**config.mk**
```make
export PLATFORM = sky130hd
export DESIGN_NAME = alu8_flags
export DESIGN_NICKNAME = d
export VERILOG_FILES = /design/src/rtl/alu8_pkg.sv /design/src/rtl/alu8_addsub.sv /design/src/rtl/alu8_logic_shift.sv /design/src/rtl/alu8_bcd_adjust.sv /design/src/rtl/alu8_ccr.sv /design/src/rtl/alu8_flags.sv
export SDC_FILE = /design/constraint.sdc
export NUM_CORES = 1
export LEC_CHECK = 0
export ABC_AREA = 0
export BUFFER_PORTS_ARGS = -buffer_cell sky130_fd_sc_hd__buf_2
export CORE_MARGIN = 4
export CORE_UTILIZATION = 66
export DETAILED_ROUTE_END_ITERATION = 12
export GPL_TIMING_DRIVEN = 0
export PLACE_DENSITY = 0.87
export SLEW_MARGIN = 20
export SYNTH_ARGS = -nofsm -noshare
export SYNTH_HDL_FRONTEND = slang
export SYNTH_SLANG_ARGS = --single-unit
export TNS_END_PERCENT = 100
```
**constraint.sdc**
```tcl
create_clock -name clk -period 6.1 [get_ports clk]
set_input_delay 0.305 -clock clk [delete_from_list [all_inputs] [get_ports clk]]
set_output_delay 0.305 -clock clk [all_outputs]
set_load 0.05 [all_outputs]
```
**src/rtl/alu8_pkg.sv**
```systemverilog
package alu8_pkg;
    localparam int DW  = 8;
    localparam int NW  = 4;
    localparam int CCW = 6;
    localparam int OPW = 5;
    localparam logic [DW-1:0] CCR_RST = 8'hD0;

    localparam int CC_C = 0;
    localparam int CC_V = 1;
    localparam int CC_Z = 2;
    localparam int CC_N = 3;
    localparam int CC_I = 4;
    localparam int CC_H = 5;

    typedef enum logic [OPW-1:0] {
        OP_ADD  = 5'd0,  OP_ADC = 5'd1,  OP_SUB = 5'd2,  OP_SBC = 5'd3,
        OP_CMP  = 5'd4,  OP_AND = 5'd5,  OP_OR  = 5'd6,  OP_XOR = 5'd7,
        OP_BIT  = 5'd8,  OP_NEG = 5'd9,  OP_COM = 5'd10, OP_INC = 5'd11,
        OP_DEC  = 5'd12, OP_TST = 5'd13, OP_CLR = 5'd14, OP_ASL = 5'd15,
        OP_ASR  = 5'd16, OP_LSR = 5'd17, OP_ROL = 5'd18, OP_ROR = 5'd19,
        OP_DAA  = 5'd20, OP_PASS = 5'd21, OP_SETF = 5'd22
    } alu_op_e;

    typedef struct packed {
        logic          hit;
        logic [DW-1:0] val;
        logic          h;
        logic          c;
        logic          v;
    } unit_out_t;
endpackage

```
**src/rtl/alu8_addsub.sv**
```systemverilog
module alu8_addsub
    import alu8_pkg::*;
(
    input  alu_op_e       op,
    input  logic [DW-1:0] a,
    input  logic [DW-1:0] b,
    input  logic          h_i,
    input  logic          c_i,
    input  logic          v_i,
    output unit_out_t     o
);
    localparam int EW = DW + 1;
    localparam logic [DW-1:0] SMIN = {1'b1, {(DW-1){1'b0}}};
    localparam logic [DW-1:0] SMAX = {1'b0, {(DW-1){1'b1}}};

    logic [EW-1:0] s;
    logic          cx;

    always_comb begin
        o     = '0;
        o.h   = h_i;
        o.c   = c_i;
        o.v   = v_i;
        s     = '0;
        cx    = 1'b0;
        case (op)
            OP_ADD, OP_ADC: begin
                cx    = (op == OP_ADC) ? c_i : 1'b0;
                s     = EW'(a) + EW'(b) + EW'(cx);
                o.hit = 1'b1;
                o.val = s[DW-1:0];
                o.h   = a[NW] ^ b[NW] ^ s[NW];
                o.c   = s[DW];
                o.v   = (a[DW-1] == b[DW-1]) && (s[DW-1] != a[DW-1]);
            end
            OP_SUB, OP_SBC, OP_CMP: begin
                cx    = (op == OP_SBC) ? c_i : 1'b0;
                s     = EW'(a) - EW'(b) - EW'(cx);
                o.hit = 1'b1;
                o.val = s[DW-1:0];
                o.c   = s[DW];
                o.v   = (a[DW-1] != b[DW-1]) && (s[DW-1] != a[DW-1]);
            end
            OP_NEG: begin
                s     = EW'(0) - EW'(a);
                o.hit = 1'b1;
                o.val = s[DW-1:0];
                o.v   = (s[DW-1:0] == SMIN);
                o.c   = |s[DW-1:0];
            end
            OP_INC: begin
                o.hit = 1'b1;
                o.val = a + DW'(1);
                o.v   = (a == SMAX);
            end
            OP_DEC: begin
                o.hit = 1'b1;
                o.val = a - DW'(1);
                o.v   = (a == SMIN);
            end
            default: ;
        endcase
    end
endmodule

```
**src/rtl/alu8_logic_shift.sv**
```systemverilog
module alu8_logic_shift
    import alu8_pkg::*;
(
    input  alu_op_e       op,
    input  logic [DW-1:0] a,
    input  logic [DW-1:0] b,
    input  logic          h_i,
    input  logic          c_i,
    input  logic          v_i,
    output unit_out_t     o
);
    always_comb begin
        o     = '0;
        o.h   = h_i;
        o.c   = c_i;
        o.v   = v_i;
        o.hit = 1'b1;
        case (op)
            OP_AND, OP_BIT: begin o.val = a & b; o.v = 1'b0; end
            OP_OR:          begin o.val = a | b; o.v = 1'b0; end
            OP_XOR:         begin o.val = a ^ b; o.v = 1'b0; end
            OP_PASS:        begin o.val = b;     o.v = 1'b0; end
            OP_COM:         begin o.val = ~a; o.v = 1'b0; o.c = 1'b1; end
            OP_TST:         begin o.val = a;  o.v = 1'b0; o.c = 1'b0; end
            OP_CLR:         begin o.val = '0; o.v = 1'b0; o.c = 1'b0; end
            OP_ASL: begin
                o.c   = a[DW-1];
                o.val = {a[DW-2:0], 1'b0};
                o.v   = o.val[DW-1] ^ o.c;
            end
            OP_ASR: begin
                o.c   = a[0];
                o.val = {a[DW-1], a[DW-1:1]};
                o.v   = o.val[DW-1] ^ o.c;
            end
            OP_LSR: begin
                o.c   = a[0];
                o.val = {1'b0, a[DW-1:1]};
                o.v   = o.c;
            end
            OP_ROL: begin
                o.c   = a[DW-1];
                o.val = {a[DW-2:0], c_i};
                o.v   = o.val[DW-1] ^ o.c;
            end
            OP_ROR: begin
                o.c   = a[0];
                o.val = {c_i, a[DW-1:1]};
                o.v   = o.val[DW-1] ^ o.c;
            end
            default: o.hit = 1'b0;
        endcase
    end
endmodule

```
**src/rtl/alu8_bcd_adjust.sv**
```systemverilog
module alu8_bcd_adjust
    import alu8_pkg::*;
(
    input  alu_op_e       op,
    input  logic [DW-1:0] a,
    input  logic          h_i,
    input  logic          c_i,
    input  logic          v_i,
    output unit_out_t     o
);
    localparam int EW = DW + 1;
    localparam logic [NW-1:0] SIX = NW'(6);

    logic [NW-1:0] lo, hi;
    logic          lo_fix, hi_fix;
    logic [DW-1:0] corr;
    logic [EW-1:0] s;

    always_comb begin
        lo     = a[NW-1:0];
        hi     = a[DW-1:NW];
        lo_fix = h_i || (lo > NW'(9));
        hi_fix = c_i || (hi > NW'(9)) || ((hi > NW'(8)) && (lo > NW'(9)));
        corr   = {(hi_fix ? SIX : '0), (lo_fix ? SIX : '0)};
        s      = EW'(a) + EW'(corr);
        o      = '0;
        o.hit  = (op == OP_DAA);
        o.val  = s[DW-1:0];
        o.h    = h_i;
        o.c    = s[DW];
        o.v    = v_i;
    end
endmodule

```
**src/rtl/alu8_ccr.sv**
```systemverilog
module alu8_ccr
    import alu8_pkg::*;
#(
    parameter logic [DW-1:0] RST_VAL = CCR_RST
) (
    input  logic           clk,
    input  logic           rst_n,
    input  logic           we,
    input  logic [CCW-1:0] d,
    output logic [DW-1:0]  q
);
    logic [CCW-1:0] r;

    always_ff @(posedge clk or negedge rst_n) begin
        if (!rst_n)  r <= RST_VAL[CCW-1:0];
        else if (we) r <= d;
    end

    assign q = {{(DW-CCW){1'b1}}, r};
endmodule

```
**src/rtl/alu8_flags.sv**
```systemverilog
module alu8_flags
    import alu8_pkg::*;
(
    input  logic           clk,
    input  logic           rst_n,
    input  logic [OPW-1:0] op_sel,
    input  logic [DW-1:0]  opnd_a,
    input  logic [DW-1:0]  opnd_b,
    input  logic           flag_we,
    output logic [DW-1:0]  result,
    output logic           res_wr,
    output logic [DW-1:0]  ccr_q
);
    alu_op_e        op;
    logic [CCW-1:0] cc;
    logic [CCW-1:0] flags_nx;
    unit_out_t      u_as, u_ls, u_bcd, sel;

    assign op = alu_op_e'(op_sel);
    assign cc = ccr_q[CCW-1:0];

    alu8_addsub u_addsub (
        .op(op), .a(opnd_a), .b(opnd_b),
        .h_i(cc[CC_H]), .c_i(cc[CC_C]), .v_i(cc[CC_V]), .o(u_as)
    );

    alu8_logic_shift u_lsh (
        .op(op), .a(opnd_a), .b(opnd_b),
        .h_i(cc[CC_H]), .c_i(cc[CC_C]), .v_i(cc[CC_V]), .o(u_ls)
    );

    alu8_bcd_adjust u_bcd_adj (
        .op(op), .a(opnd_a),
        .h_i(cc[CC_H]), .c_i(cc[CC_C]), .v_i(cc[CC_V]), .o(u_bcd)
    );

    always_comb begin
        if (u_as.hit)       sel = u_as;
        else if (u_ls.hit)  sel = u_ls;
        else if (u_bcd.hit) sel = u_bcd;
        else                sel = '0;
    end

    always_comb begin
        flags_nx = cc;
        if (op == OP_SETF) begin
            flags_nx = opnd_a[CCW-1:0];
        end else if (sel.hit) begin
            flags_nx[CC_H] = sel.h;
            flags_nx[CC_N] = sel.val[DW-1];
            flags_nx[CC_Z] = (sel.val == '0);
            flags_nx[CC_V] = sel.v;
            flags_nx[CC_C] = sel.c;
        end
    end

    always_comb begin
        res_wr = sel.hit && !(op inside {OP_CMP, OP_BIT, OP_TST});
        result = res_wr ? sel.val : opnd_a;
    end

    alu8_ccr u_ccr (
        .clk(clk), .rst_n(rst_n), .we(flag_we), .d(flags_nx), .q(ccr_q)
    );
endmodule

```
==> results.py, run 1 <==
metrics = {
    "final_layout": {
        "n_antenna_cell": 0,
        "final_cell_mix": "buf_2, ha_1, inv_1",
        "regMostFlops": "u_ccr.r",
        "nNetsFinal": 599,
        "reg_top3": "u_ccr.r: 6 flops",
        "drive_gt1_share_pct": 16.0,
        "utilization_pct": 74.7,
        "synthToLayoutAreaGrowth_pct": 9.45,
        "n_fill_cell": 420,
        "final_common_cell": "buf_2",
        "largest_reg_flops": 6,
    },
    "cts": {
        "clk_pin_slew_worst_paths_ns": 0.04,
        "post_cts_buffers": 0,
        "clock_latency_ns": 0.23,
        "hold_buffers": 1,
        "cts_buffer_depth": 2,
        "cts_tree": "done",
        "cts_buffers": 3,
        "cts-root-buf": "clkbuf_8",
        "ctsResizeCount": 0,
        "cts.sinks": 6,
        "cts_max_level": 1,
    },
    "routing": {
        "postRouteWirelength_mm": 13.4,
        "top_layer": "met4",
        "drt_first_pass_iters": 7,
        "vias": 4324,
        "wl_met2_mm": 5.91,
        "wl_met1_mm": 4.91,
        "ant_nets": 0,
        "viasPerCell": 7.28,
        "drc_errors": 0,
        "first_iter_violations": 592,
        "route.met3.wl_mm": 1.84,
        "wl_per_cell_um": 22.5,
    },
    "yosys": {
        "avgSynthCellArea_um2": 7.30,
        "syn_area_um2": 3510,
        "synth_edf_count": 0,
        "synth_async_sr_flop_share_pct": 100,
        "synth_flop_cell": "dfrtp_1",
        "yosys_warnings": 0,
        "yosysSeqAreaShare_pct": 4.31,
        "netlist_instances": 481,
        "synthDistinctLibCells": 84,
        "synth-seq-cells": 6,
    },
    "worst_setup_path": {
        "cp_top_family": "buffers and inverters",
        "crit_chain": "buf_2 -> buf_2 -> buf_2 -> buf_2 -> nand4_1 -> fa_1 -> inv_1 -> ha_1 -> or2_2 -> fa_1 -> o21ai_0 -> a211oi_1 -> xnor2_1 -> o22ai_1 -> nor4b_1 -> a21oi_1 -> buf_2",
        "cp.depth": 17,
        "critPathLaunchType": "input port",
        "critPathKind": "input port to output port",
        "r2r_slack_ns": 2.04,
        "critPathBufInv": 6,
        "r2r_cells": 13,
        "cp.required_ns": 5.79,
        "reg2reg_to": "u_ccr.r[2]",
        "cp_max_fo": 10,
        "cp-end-kind": "output port",
        "timing.critical_path.mode_cell": "buf_2",
        "r2r-start": "u_ccr.r[0]",
        "cp_slowest_cell": "fa_1",
        "worstPathArrival_ns": 4.51,
        "crit_path_start": "op_sel[0]",
        "crit_path_end": "result[6]",
        "critPathMaxStageDelay_ns": 0.57,
    },
    "timing": {
        "fmax_mhz": 208,
        "finClkSkew_ns": 0.00160,
        "rsz0062_at_grt": "no",
        "period_share_pct": 79.0,
        "hold_viol": 0,
        "slew_headroom_pct": 35.6,
        "slew_violations": 0,
        "setup_viol": 0,
        "tightest_slew_ns": 0.953,
        "tns_ns": 0,
        "worst_hold_slack_ns": 0.374,
        "period_minus_slack_ns": 4.82,
    },
    "global_routing": {
        "grt_pass1_wl_mm": 21.0,
        "grt.total_usage_pct": 41.5,
        "gr-total-overflow": 0,
        "grt_pass1_vias": 3990,
        "antenna_found_initial": 0,
        "grt_start_max_net_pins": 14,
    },
    "power_and_ir_drop": {
        "p_leak_nw": 1.68,
        "peakVddDrop_uv": 136,
        "p_per_area_nw_per_um2": 133,
    },
    "floorplan": {
        "rows": 26,
        "core_area_um2": 5140,
        "die_y_um": 80.9,
        "die-width_um": 80.9,
        "ioPinCount": 41,
        "initial_core_util_pct": 68.3,
        "dieArea_um2": 6550,
    },
    "status": {
        "status": "finished, final reports clean",
    },
    "place": {
        "port_buffers": 37,
        "place.gp.congestion": 1.07,
        "hpwl_mm": 10.2,
    },
    "flow_run": {
        "max_cap_violations": 0,
    },
    "worst_hold_path": {
        "min_from": "flag_we",
        "min_path_type": "input port to register",
    },
}
synthesized netlist by cell type, types with 6 or more instances:
master / instances / area [um2]
a31oi_1: 6 / 37.5
ha_1: 44 / 551
nand3b_1: 7 / 52.6
buf_4: 8 / 60.1
inv_1: 34 / 128
nor2_1: 32 / 120
nor3_1: 12 / 60.1
nand2_1: 30 / 113
a21o_1: 7 / 52.6
nand2b_1: 8 / 50.1
a211oi_1: 7 / 52.6
o21ai_0: 29 / 145
clkbuf_1: 10 / 37.5
and3_1: 7 / 43.8
nand3_1: 21 / 105
fa_1: 6 / 120
a21oi_1: 27 / 135
nor2b_1: 6 / 37.5
o21a_1: 9 / 67.6
o22ai_1: 6 / 37.5
buf_2: 13 / 65.1
xor2_1: 7 / 61.3
xnor2_1: 18 / 158
where the power goes:
group          switching [mW]  leakage, nW  total, mW  internal, mW
combinational           0.257         1.59      0.393         0.136
clock                  0.0185       0.0228     0.0635        0.0450
sequential            0.00825       0.0707     0.0558        0.0475
total                   0.284         1.68      0.512         0.228
cell families after synthesis:
group                      synth area share (%)
xor gates and xnor gates                   6.24
muxes                                      1.78
other                                     0.107
DFF                                        4.31
and+or+nand+nor                            29.4
adders and majority gates                  19.1
AOI/OAI and AO/OA                          29.8
buffers and inverters                      9.27
worst register-to-register path, delay by kind of cell, from the launching register on:
family | cells | cell delay (ns)
flops | 1 | 0.57
simple gates | 4 | 1.28
buf+inv | 1 | 0.05
xor+xnor | 1 | 0.22
fa+ha+maj | 3 | 1.15
compound gates | 4 | 0.73
worst min-delay path by stage:
| stage | to | depth (start not counted) |
|---|---|---|
| final | u_ccr.r[4] | 3 |
| after detailed placement | u_ccr.r[2] | 1 |
| after CTS | u_ccr.r[4] | 3 |
| after floorplan | u_ccr.r[0] | 0 |
| after global routing | u_ccr.r[4] | 3 |
| after global placement | u_ccr.r[5] | 1 |
stage by stage:
stage,setup slack (ns),cell area (um2),cells,power [mW]
floorplan,1.99,3510,482,0.332
global placement,1.49,3790,589,0.425
detailed placement,1.42,3790,589,0.435
CTS,1.39,3840,594,0.500
global route,1.07,3840,594,0.541
finish,1.28,3840,594,0.512
routing by layer:
metal / GRT usage [%] / vias to the layer above
li1: - / 1885
met1: 52.5 / 1946
met2: 68.2 / 400
met3: 7.76 / 93
met4: 18.2 / 0
met5: 0 / -
area by class of cell:
cell class	instances	area, um2	share of cell area, %
Clock buffer	4	45.0	1.17
Inverter	35	131	3.42
Timing Repair Buffer	38	195	5.08
Sequential cell	6	151	3.94
Tap cell	70	87.6	2.28
Buffer	35	194	5.05
Multi-Input combinational cell	406	3040	79.1
Power figures use the tool's default switching activity.
==> inputs of run 2 (changes only) <==
--- a/config.mk
+++ b/config.mk
@@ -8,10 +8,10 @@
 export ABC_AREA = 0
 export BUFFER_PORTS_ARGS = -buffer_cell sky130_fd_sc_hd__buf_2
 export CORE_MARGIN = 4
-export CORE_UTILIZATION = 66
+export CORE_UTILIZATION = 55
 export DETAILED_ROUTE_END_ITERATION = 12
 export GPL_TIMING_DRIVEN = 0
-export PLACE_DENSITY = 0.87
+export PLACE_DENSITY = 0.77
 export SLEW_MARGIN = 20
 export SYNTH_ARGS = -nofsm -noshare
 export SYNTH_HDL_FRONTEND = slang
==> constraint.sdc (replaced) <==
create_clock -name clk -period 3.9 [get_ports clk]
set_input_delay 0.195 -clock clk [delete_from_list [all_inputs] [get_ports clk]]
set_output_delay 0.195 -clock clk [all_outputs]
set_load 0.05 [all_outputs]
==> results.py, run 2 (same netlist as run 1, synthesis figures left out) <==
metrics = {
    "floorplan": {
        "die-width_um": 87.9,
        "initial_core_util_pct": 57.9,
        "core_area_um2": 6060,
        "die_y_um": 87.9,
        "rows": 28,
        "ioPinCount": 41,
        "dieArea_um2": 7720,
    },
    "final_layout": {
        "regMostFlops": "u_ccr.r",
        "drive_gt1_share_pct": 18.6,
        "final_cell_mix": "ha_1, buf_2, inv_1",
        "synthToLayoutAreaGrowth_pct": 13.9,
        "nNetsFinal": 601,
        "final_common_cell": "ha_1",
        "largest_reg_flops": 6,
        "utilization_pct": 65.9,
        "reg_top3": "u_ccr.r: 6 flops",
        "final_area_um2": 4000,
        "n_antenna_cell": 0,
        "instances_no_fill": 601,
    },
    "timing": {
        "tightest_slew_ns": 1.13,
        "fmax_mhz": 263,
        "fin_ws_ns": 0.0954,
        "rsz0062_at_grt": "no",
        "slew_violations": 0,
        "finClkSkew_ns": 0.00134,
        "hold_viol": 0,
        "tns_ns": 0,
        "period_minus_slack_ns": 3.80,
        "setup_viol": 0,
        "worst_hold_slack_ns": 0.244,
        "period_share_pct": 97.6,
        "slew_headroom_pct": 24.2,
    },
    "worst_setup_path": {
        "cp_max_fo": 7,
        "crit_path_start": "u_ccr.r[0]",
        "r2r_cells": 13,
        "r2r-start": "u_ccr.r[0]",
        "critPathKind": "register to output port",
        "cp-end-kind": "output port",
        "r2r_slack_ns": 0.17,
        "reg2reg_to": "u_ccr.r[2]",
        "critPathLaunchType": "register",
        "cp.required_ns": 3.70,
        "crit_path_end": "result[2]",
        "worstPathArrival_ns": 3.61,
    },
    "routing": {
        "first_iter_violations": 585,
        "postRouteWirelength_mm": 13.9,
        "ant_nets": 0,
        "wl_per_cell_um": 23.2,
        "drt_first_pass_iters": 7,
        "drc_errors": 0,
        "viasPerCell": 6.92,
        "vias": 4157,
    },
    "cts": {
        "cts.sinks": 6,
        "cts-root-buf": "clkbuf_8",
        "cts_max_level": 1,
        "cts_buffers": 3,
        "clock_latency_ns": 0.23,
        "cts_tree": "done",
        "cts_buffer_depth": 2,
        "clk_pin_slew_worst_paths_ns": 0.04,
    },
    "worst_hold_path": {
        "min_path_type": "input port to register",
        "hold_depth": 3,
    },
    "place": {
        "dp_slack_ns": -0.612,
        "port_buffers": 37,
        "dpl_cell_area_um2": 3790,
        "hpwl_mm": 10.7,
        "place.gp.congestion": 1.02,
        "place_inst": 594,
    },
    "status": {
        "status": "finished, final reports clean",
    },
    "power_and_ir_drop": {
        "peakVddDrop_uv": 243,
        "p_leak_nw": 1.74,
        "p_per_area_nw_per_um2": 211,
        "p_total_mw": 0.844,
    },
    "global_routing": {
        "grt_start_max_net_pins": 20,
        "grt_pass1_wl_mm": 21.2,
        "grt_pass1_vias": 3885,
        "grt.total_usage_pct": 36.1,
        "antenna_found_initial": 0,
        "gr-total-overflow": 0,
    },
    "flow_run": {
        "max_cap_violations": 0,
    },
}
## run 2: cell count changes in the layout (fill, tap and decap cells not counted), moves of 2 or more
cell | previous run | this run
a211oi_1 | 7 | 5
o21ai_0 | 29 | 27
buf_2 | 50 | 43
buf_6 | 2 | 5
buf_4 | 8 | 14
## run 2: timing repair
item,CTS,global route
endpoints found under the setup margin,6,3
pin swaps,5,10
buffers inserted,0,6
hold buffers,1,0
endpoints found under the hold margin,6,0
cloned,0,0
resized for setup,16,16
## run 2: final cells by class
class                      instances  area, um2
inverter                          35        131
fill                             538       2060
multi-input combinational        406       3130
tap                               75       93.8
sequential                         6        153
clock buffer                       4       45.0
timing repair buffer              44        245
buffer                            31        199
## run 2: worst min-delay path by stage
stage | to | slack (ns) | startpoint
5_1_grt | u_ccr.r[4] | 0.28 | flag_we
3_5_place_dp | u_ccr.r[5] | 0.02 | rst_n
2_1_floorplan | u_ccr.r[0] | -0.10 | rst_n
6_report | u_ccr.r[4] | 0.24 | flag_we
3_3_place_gp | u_ccr.r[5] | 0.02 | rst_n
4_1_cts | u_ccr.r[4] | 0.24 | flag_we
## run 2: power by group
group / internal [mW] / leakage (nW) / switching [mW]
Sequential: 0.0749 / 0.0699 / 0.0114
Combinational: 0.237 / 1.65 / 0.419
Clock: 0.0706 / 0.0228 / 0.0308
Total: 0.383 / 1.74 / 0.461
## run 2: critical path, cell delays in order, from the launching register on
cell	delay, ns
dfrtp_2	0.46
nand4_1	0.21
fa_1	0.58
inv_1	0.05
ha_1	0.18
or2_4	0.25
fa_2	0.40
buf_4	0.15
xor2_1	0.21
o21ai_0	0.13
nor4b_2	0.39
a21oi_1	0.12
buf_2	0.23
## run 2: metal layers
metal | GRT usage [%] | up-vias | part of all wire, %
met5 | 0 | - | 0
met1 | 46.5 | 1896 | 39
met3 | 9.13 | 69 | 12
li1 | - | 1885 | -
met4 | 16.7 | 0 | 4.9
met2 | 56.2 | 307 | 44
